$ cat src/rtl/ic_pkg.sv
package ic_pkg;
  typedef enum logic [2:0] {
    M_TERM      = 3'd0,
    M_ONESHOT   = 3'd1,
    M_RATE      = 3'd2,
    M_SQUARE    = 3'd3,
    M_SW_STROBE = 3'd4,
    M_HW_STROBE = 3'd5
  } ic_mode_e;

  // codes 6/7 alias onto 2/3
  function automatic ic_mode_e fold_mode(input logic [2:0] m);
    if (m[1]) return ic_mode_e'({1'b0, m[1:0]});
    return ic_mode_e'(m);
  endfunction

  function automatic logic is_periodic(input ic_mode_e m);
    return (m == M_RATE) || (m == M_SQUARE);
  endfunction

  function automatic logic gate_restarts(input ic_mode_e m);
    return (m == M_ONESHOT) || (m == M_RATE) || (m == M_SQUARE) || (m == M_HW_STROBE);
  endfunction
endpackage

$ cat src/rtl/ic_core.sv
module ic_core
  import ic_pkg::*;
#(
  parameter int CNT_W = 16
) (
  input  logic             clk_i,
  input  logic             rst_ni,
  input  logic             ce_i,
  input  logic             load_i,
  input  logic [CNT_W-1:0] load_val_i,
  input  logic [2:0]       mode_i,
  input  logic             gate_i,
  output ic_mode_e         mode_o,
  output logic [CNT_W:0]   reload_o,
  output logic [CNT_W:0]   cnt_o,
  output logic             started_o,
  output logic             gone_o,
  output logic             run_o
);
  localparam int RW = CNT_W + 1;
  localparam logic [RW-1:0] FULL = {1'b1, {CNT_W{1'b0}}};
  localparam logic [RW-1:0] ONE  = RW'(1);

  ic_mode_e      mode_q, new_mode;
  logic [RW-1:0] reload_q, cnt_q, load_n, inc, cnt_nxt;
  logic          gate_q, started_q, gone_q, run_q;
  logic          rise, restart, tick, periodic;

  always_comb begin
    new_mode = fold_mode(mode_i);
    load_n   = (load_val_i == '0) ? FULL : {1'b0, load_val_i};
    periodic = is_periodic(mode_q);
    rise     = gate_i & ~gate_q;
    restart  = rise & gate_restarts(mode_q) & ~load_i;
    tick     = ce_i & run_q & ~load_i & ~restart;
    inc      = cnt_q + ONE;
    // periodic: phase counts up mod N; one-shot: remainder counts down mod 2^RW
    cnt_nxt  = periodic ? ((inc == reload_q) ? '0 : inc) : (cnt_q - ONE);
  end

  always_ff @(posedge clk_i or negedge rst_ni) begin
    if (!rst_ni) begin
      gate_q    <= 1'b0;
      mode_q    <= M_SQUARE;
      reload_q  <= FULL;
      cnt_q     <= '0;
      started_q <= 1'b0;
      gone_q    <= 1'b0;
      run_q     <= 1'b1;
    end else begin
      gate_q <= gate_i;
      if (load_i) begin
        mode_q    <= new_mode;
        reload_q  <= load_n;
        cnt_q     <= is_periodic(new_mode) ? '0 : load_n;
        started_q <= 1'b0;
        gone_q    <= 1'b0;
        run_q     <= (new_mode != M_ONESHOT);
      end else if (restart) begin
        cnt_q     <= periodic ? '0 : reload_q;
        started_q <= 1'b0;
        gone_q    <= 1'b0;
        run_q     <= 1'b1;
      end else if (tick) begin
        cnt_q     <= cnt_nxt;
        started_q <= 1'b1;
        if (!periodic && cnt_q == '0) gone_q <= 1'b1;
      end
    end
  end

  assign mode_o    = mode_q;
  assign reload_o  = reload_q;
  assign cnt_o     = cnt_q;
  assign started_o = started_q;
  assign gone_o    = gone_q;
  assign run_o     = run_q;
endmodule

$ cat src/rtl/ic_decode.sv
module ic_decode
  import ic_pkg::*;
#(
  parameter int CNT_W = 16
) (
  input  ic_mode_e         mode_i,
  input  logic [CNT_W:0]   reload_i,
  input  logic [CNT_W:0]   cnt_i,
  input  logic             started_i,
  input  logic             gone_i,
  input  logic             run_i,
  output logic [CNT_W-1:0] count_o,
  output logic             out_o
);
  localparam int RW = CNT_W + 1;

  logic [RW:0]   dbl, red;
  logic [RW-1:0] half_n, rate_cnt, sq_cnt;
  logic          zero;

  always_comb begin
    zero     = (cnt_i == '0);
    half_n   = (reload_i + RW'(1)) >> 1;
    rate_cnt = reload_i - cnt_i;
    dbl      = {cnt_i, 1'b0};
    red      = (dbl >= {1'b0, reload_i}) ? dbl - {1'b0, reload_i} : dbl;
    sq_cnt   = reload_i - red[RW-1:0];
    count_o  = cnt_i[CNT_W-1:0];
    out_o    = 1'b0;
    unique case (mode_i)
      M_TERM:    out_o = zero | gone_i;
      M_ONESHOT: out_o = ~run_i | zero | gone_i;
      M_RATE: begin
        out_o   = zero & started_i;
        count_o = rate_cnt[CNT_W-1:0];
      end
      M_SQUARE: begin
        out_o   = (cnt_i < half_n);
        count_o = sq_cnt[CNT_W-1:0];
      end
      default:   out_o = zero & ~gone_i;
    endcase
  end
endmodule

$ cat src/rtl/interval_counter.sv
module interval_counter
  import ic_pkg::*;
#(
  parameter int CNT_W = 16
) (
  input  logic             clk_i,
  input  logic             rst_ni,
  input  logic             ce_i,
  input  logic             load_i,
  input  logic [CNT_W-1:0] load_val_i,
  input  logic [2:0]       mode_i,
  input  logic             gate_i,
  output logic [CNT_W-1:0] count_o,
  output logic             out_o
);
  ic_mode_e     mode;
  logic [CNT_W:0] reload, cnt;
  logic         started, gone, run;

  ic_core #(.CNT_W(CNT_W)) u_core (
    .clk_i, .rst_ni, .ce_i, .load_i, .load_val_i, .mode_i, .gate_i,
    .mode_o(mode), .reload_o(reload), .cnt_o(cnt),
    .started_o(started), .gone_o(gone), .run_o(run)
  );

  ic_decode #(.CNT_W(CNT_W)) u_dec (
    .mode_i(mode), .reload_i(reload), .cnt_i(cnt),
    .started_i(started), .gone_i(gone), .run_i(run),
    .count_o, .out_o
  );
endmodule

$ cat config.mk
export PLATFORM = sky130hd
export DESIGN_NAME = interval_counter
export DESIGN_NICKNAME = d
export VERILOG_FILES = /design/src/rtl/ic_pkg.sv /design/src/rtl/ic_core.sv /design/src/rtl/ic_decode.sv /design/src/rtl/interval_counter.sv
export SDC_FILE = /design/constraint.sdc
export NUM_CORES = 1
export LEC_CHECK = 0
export ABC_AREA = 1
export BUFFER_PORTS_ARGS = -buffer_cell sky130_fd_sc_hd__buf_2
export CAP_MARGIN = 15
export CORE_MARGIN = 2
export CORE_UTILIZATION = 49
export CTS_BUF_LIST = sky130_fd_sc_hd__clkbuf_16
export CTS_CLUSTER_SIZE = 25
export DETAILED_ROUTE_END_ITERATION = 6
export PLACE_DENSITY = 0.78
export SLEW_MARGIN = 20
export SYNTH_ARGS = -nofsm -noshare
export SYNTH_HDL_FRONTEND = slang
export SYNTH_SLANG_ARGS = --single-unit
$ cat constraint.sdc
create_clock -name clk_i -period 5.2 [get_ports clk_i]
set_input_delay 0.78 -clock clk_i [delete_from_list [all_inputs] [get_ports clk_i]]
set_output_delay 0.78 -clock clk_i [all_outputs]
set_load 0.05 [all_outputs]
After elaboration in Yosys (flattened, before gate mapping)
Cells that the tools add are included.
{ "totals": {"regBits": 41, "input_bits": 24, "out_inout_bits": 17, "elab_cells": 76} }
{ "op_classes": {"add_sub_neg": 6, "magnitude_cmp": 2, "n_eq_ne": 8, "muxes": 23, "bitwise": 16, "n_reduce_logical": 14} }
{ "op_table": {"columns": ["op", "count"], "rows": [
  ["$mux W17", 8],
  ["$sub A16 B16 Y16", 3],
  ["$add A17 B1 Y17 const B", 2],
  ["$pmux W16 S2", 1],
  ["$ge A18 B17 Y1", 1],
  ["$eq A17 B17 Y1", 1],
  ["$logic_not A17 Y1", 1],
  ["$lt A17 B16 Y1", 1],
  ["$sub A17 B1 Y17 const B", 1],
  ["$logic_not A16 Y1", 1],
  ["$mux W16", 1],
  ["$eq A3 B2 Y1 const B", 4],
  ["$mux W1", 10],
  ["$and A1 B1 Y1", 8],
  ["$mux W3", 2],
  ["$reduce_bool A3 Y1", 2],
  ["$logic_or A1 B1 Y1", 5],
  ["$not A1 Y1", 5],
  ["$pmux W1 S4", 1],
  ["$eq A3 B1 Y1 const B", 1],
  ["$eq A3 B3 Y1 const B", 1],
  ["$logic_not A3 Y1", 1],
  ["$ne A3 B1 Y1 const B", 1],
  ["$or A1 B1 Y1", 3],
  ["other kinds (4)", 4]
]} }

Depth between registers and ports, before layout
{ "depth": {"word_depth": 11, "mapped_depth": 30} }

By module
A second synthesis with hierarchy kept.
{ "unflattened": {"cells_unflattened": 1010, "area_unflattened_um2": 6164.7} }
{ "modules_own_cells": {"columns": ["module", "n_inst", "cells_per_inst", "area_per_inst_um2"], "rows": [
  ["ic_core", 1, 523, 3301.9],
  ["ic_decode", 1, 487, 2862.7]
]} }

Worst setup path after synthesis
OpenSTA, ideal clock, no wires.
{ "synth_path": {"path_kind": "register -> output", "start": "register u_core.reload_q[3] (netlist: u_core.reload_o[3])", "end": "output port count_o[14]", "t_arrival_ns": 4.248, "required_time_ns": 4.420, "path_slack_ns": 0.172, "stages_incl_launch_ff": 31, "path_buffers": 1, "cell_sequence": "dfrtp_1 -> inv_1 -> ha_1 -> nand2_1 -> inv_1 -> nand2_1 -> nand2_1 -> inv_1 -> o21ai_1 -> nand2_1 -> nand2_1 -> nand2_1 -> nand2_2 -> buf_2 -> nand3_1 -> o21ai_0 -> ha_1 -> inv_1 -> fa_1 -> nand2_1 -> nand2_1 -> nand2_1 -> nand2_1 -> nand3_1 -> nand3_1 -> nand2_1 -> a21oi_1 -> or2_2 -> or2_2 -> nand3_1 -> o21ai_0"} }
{ "synth_between": {"elab_chain_len": 4, "word_cells_on_any_way": 6} }
{ "synth_rtl": {"columns": ["item", "line_no", "text"], "rows": [
  ["start, declared", "ic_core.sv:25", "logic [RW-1:0] reload_q, cnt_q, load_n, inc, cnt_nxt;"],
  ["start signal, assigned", "ic_core.sv:54", "reload_q <= load_n;"],
  ["$sub A16 B16 Y16 or $ge A18 B17 Y1 (tied branches)", "ic_decode.sv:26", "red = (dbl >= {1'b0, reload_i}) ? dbl - {1'b0, reload_i} : dbl;"],
  ["$mux W16", "ic_decode.sv:26", null],
  ["$sub A16 B16 Y16", "ic_decode.sv:27", "sq_cnt = reload_i - red[RW-1:0];"],
  ["$pmux W16 S2 (*)", "ic_decode.sv:30", "unique case (mode_i)"],
  ["end, declared", "interval_counter.sv:13", "output logic [CNT_W-1:0] count_o,"]
]} }
Every way passes the cells marked *; elsewhere a longest branch is shown, timed or not.

Final worst setup path
{ "layout_path": {"start": "register u_core.reload_q[16] (netlist: u_core.reload_o[16])", "end": "output port count_o[14]"} }
{ "layout_between": {"elab_chain_len": 4} }
{ "layout_rtl": {"columns": ["item", "line_no"], "rows": [
  ["$ge A18 B17 Y1", "ic_decode.sv:26"],
  ["$mux W16", "ic_decode.sv:26"],
  ["$sub A16 B16 Y16", "ic_decode.sv:27"],
  ["$pmux W16 S2", "ic_decode.sv:30"]
]} }
Every way passes these cells.

==> flow_summary.json <==
{
  "drive_gt1_share_pct": 16.3,
  "dieArea_um2": 12900,
  "htree_levels": 2,
  "yosys.cell_count.top_type": "sky130_fd_sc_hd__nand2_1",
  "grt_antenna_before_repair": 0,
  "largest_stage_delay_worst_path_ns": 0.55,
  "number_of_diodes": 0,
  "grt_util_all_layers_pct": 31.9,
  "synthTopCellsByCount": "sky130_fd_sc_hd__nand2_1, sky130_fd_sc_hd__inv_1, sky130_fd_sc_hd__nor2_1",
  "power-per-cell-area_nw_per_um2": 349,
  "avgRoutedWirePerCell_um": 17.5,
  "grtUsageMet3_pct": 5.10,
  "fin_worst_hold_slack_ns": 0.511,
  "post-dp-hpwl_um": 16100,
  "tightest_slew_ns": 0.998,
  "synth.lib_cells_used.distinct": 48,
  "syn2layout_area_growth_pct": 16.5,
  "placement.io_buffers": 40,
  "post_synth_main_area_contributors": "sky130_fd_sc_hd__nand2_1, sky130_fd_sc_hd__dfrtp_1, sky130_fd_sc_hd__ha_1",
  "route.final.wire_length_um": 20800,
  "crit_path_max_fanout": 7,
  "post-layout-total-power_mw": 2.38,
  "cts_tree": "yes",
  "number_of_enable_type_register_cells_in_the_synthesized_netlist": 0,
  "timing.fmax_mhz": 201,
  "outcome": "complete, but fails checks",
  "final_util_pct": 59.1,
  "num-nets-final": 1120,
  "final_hold_viol_count": 0,
  "route.detailed.vias_per_inst": 5.87,
  "global_route_wire_length_before_repair_um": 32200,
  "critPathKind": "flop to output pin",
  "syn-cell-area_um2": 5870,
  "syn_inst": 975,
  "placement_row_count": 39,
  "static-leakage-power_nw": 3.41,
  "clock_tree.root_cell": "sky130_fd_sc_hd__clkbuf_16",
  "crit_path_cell_trace": "inv_1, ha_1, inv_1, o21ai_0, a31oi_4, nand2_4, nand3_1, o21ai_1, ha_2, inv_1, fa_1, nand2_1, nand2_1, nand2_1, nand2_1, nand3_1, nand3_2, nand2_2, a21oi_1, or2_2, or2_2, nand3_1, o21ai_0, buf_4",
  "worst_hold_path_type": "flop to flop",
  "critical_path.slowest_cell": "sky130_fd_sc_hd__dfstp_2",
  "synth_async_sr_flop_share_pct": 100,
  "first_global_vias": 6285,
  "max_vdd_drop_uv": 256,
  "drt-initial-drc-count": 773,
  "remaining_antenna_violation_count": 0,
  "first_pass_iters": 7,
  "cts_buffer_depth": 2,
  "drc": 7,
  "violated_checks": "DRC",
  "die_height_um": 113,
  "cts_inserted_buffers": 5,
  "synth.net_count": 1051,
  "crit_path_start_kind": "flop",
  "grt_max_degree": 55,
  "critical_path_required_ns": 4.42,
  "synth-warning-count": 0,
  "critPathCaptureType": "output pin",
  "synthDominantCellAreaShare_pct": 16.9,
  "avgSynthCellArea_um2": 6.02,
  "route.vias.total": 6969,
  "worst_skew_pair_latency_ns": 0.29,
  "die_w_um": 113,
  "worst_ep_arrival_time_ns": 4.21,
  "synth_top_area_cell": "sky130_fd_sc_hd__nand2_1",
  "synth.ff_latch_count": 41,
  "core_ar_um2": 11600,
  "dominantRegCellSynth": "sky130_fd_sc_hd__dfrtp_1",
  "finalCriticalPeriod_ns": 4.99,
  "remaining_global_route_overflow": 0,
  "clock-skew-final_ns": 0.00756,
  "gp_congestion": 1.01,
  "critPathMostFrequentCell": "sky130_fd_sc_hd__nand2_1",
  "fillerInstances": 1163,
  "max-cap-violations": 0,
  "max-slew-margin-rel_pct": 33.5,
  "seq_area_frac_synth_pct": 17.6,
  "layout_worst_path_cycle_share_pct": 95.9,
  "clkSinkCount": 41,
  "grt_use_met1_pct": 46.6,
  "routing_layer_with_the_top_usage_in_global_route": "met2",
  "pnr_worst_setup_slack_ns": 0.214,
  "initial_core_util_pct": 50.8,
  "post-place-ws_ns": 0.0961,
  "boundary_pin_count": 41,
  "slew_viol_final": 0,
  "unrepaired_setup_endpoints_after_global_routing": "yes",
  "clk_transition_reported_paths_ns": 0.06,
  "grtUsageMet2_pct": 48.4,
  "setup_violations": 0,
  "r2r_setup_slack_ns": 2.27
}
## final timing paths
check,start,to,cells past startpoint
worst max register to register,u_core.cnt_o[1]$_DFFE_PN0P_,u_core.cnt_o[11]$_DFFE_PN0P_,14
worst min register to register,u_core.run_o$_DFFE_PN1N_,u_core.run_o$_DFFE_PN1N_,2
worst min-delay path,u_core.run_o$_DFFE_PN1N_,u_core.run_o$_DFFE_PN1N_,2
max in group asynchronous,rst_ni,u_core.reload_o[4]$_DFFE_PN0P_,1
worst max-delay path,u_core.reload_o[16]$_DFFE_PN1P_,count_o[14],24
min in group asynchronous,rst_ni,u_core.gone_o$_DFFE_PN0P_,1
## layout make-up
| type | count | area, µm² | area share [%] |
|---|---|---|---|
| Multi-Input combinational cell | 794 | 4470 | 65.4 |
| Tap cell | 143 | 179 | 2.62 |
| Clock buffer | 5 | 125 | 1.83 |
| Timing Repair Buffer | 92 | 593 | 8.67 |
| Inverter | 110 | 417 | 6.09 |
| Clock inverter | 3 | 17.5 | 0.256 |
| Sequential cell | 41 | 1040 | 15.2 |
## placed cells by master (no fill, tap or decap), types with 14 or more instances in the layout
cell | Yosys | layout
sky130_fd_sc_hd__nand2_1 | 265 | 261
sky130_fd_sc_hd__inv_1 | 106 | 101
sky130_fd_sc_hd__nor2_1 | 100 | 98
sky130_fd_sc_hd__nand3_1 | 87 | 84
sky130_fd_sc_hd__o21ai_0 | 83 | 80
sky130_fd_sc_hd__a21oi_1 | 63 | 61
sky130_fd_sc_hd__buf_4 | 8 | 53
sky130_fd_sc_hd__ha_1 | 50 | 39
sky130_fd_sc_hd__buf_2 | 5 | 39
sky130_fd_sc_hd__dfrtp_1 | 37 | 32
sky130_fd_sc_hd__xor2_1 | 30 | 30
sky130_fd_sc_hd__nand4_1 | 15 | 15
sky130_fd_sc_hd__o211ai_1 | 14 | 14
## metrics by stage
step           TNS [ns]  instances  area [µm²]
5_1_grt          -0.118       1188        6840
6_report              0       1188        6840
3_3_place_gp          0       1169        6410
2_1_floorplan         0        975        5870
4_1_cts               0       1180        6580
3_5_place_dp          0       1169        6410
## report_power, final
group	internal, mW	switching [mW]
clock	0.176	0.135
combinational	0.579	1.09
sequential	0.361	0.0457
## cell families after synthesis
| kind of cell | share of synthesized area, % |
|---|---|
| buffers and inverters | 9.76 |
| AND/OR/NAND/NOR | 37.4 |
| adder cells (fa/ha/maj) | 11.3 |
| AO/OA/AOI/OAI | 18.3 |
| flip-flops | 17.6 |
| XOR/XNOR | 5.60 |
## sequential cells by signal, summed over array words and instances (netlist names)
name	flops
u_core.cnt_o	17
u_core.reload_o	17
u_core.mode_o	3
u_core.gate_q	1
u_core.gone_o	1
u_core.run_o	1
u_core.started_o	1
## worst max-delay path, delay by kind of cell, from the launching register on
kind,cells,cell delay [ns]
buf+inv,4,0.39
fa+ha+maj,3,0.88
compound gates,5,0.74
simple gates,12,1.35
flops,1,0.55
## metal layers
layer  up-vias  wire [µm]
li1       3379          -
met2       388       8840
met3        43       2070
met5         -          0
met4         0        621
met1      3159       9280
## repair_timing
item	CTS	global route
setup buffers	2	8
gates resized for setup	5	45
endpoints found under the setup margin	4	7
gates cloned	1	0
hold buffers	0	0
pin swaps	1	6
(Power assumes the default switching activity.)
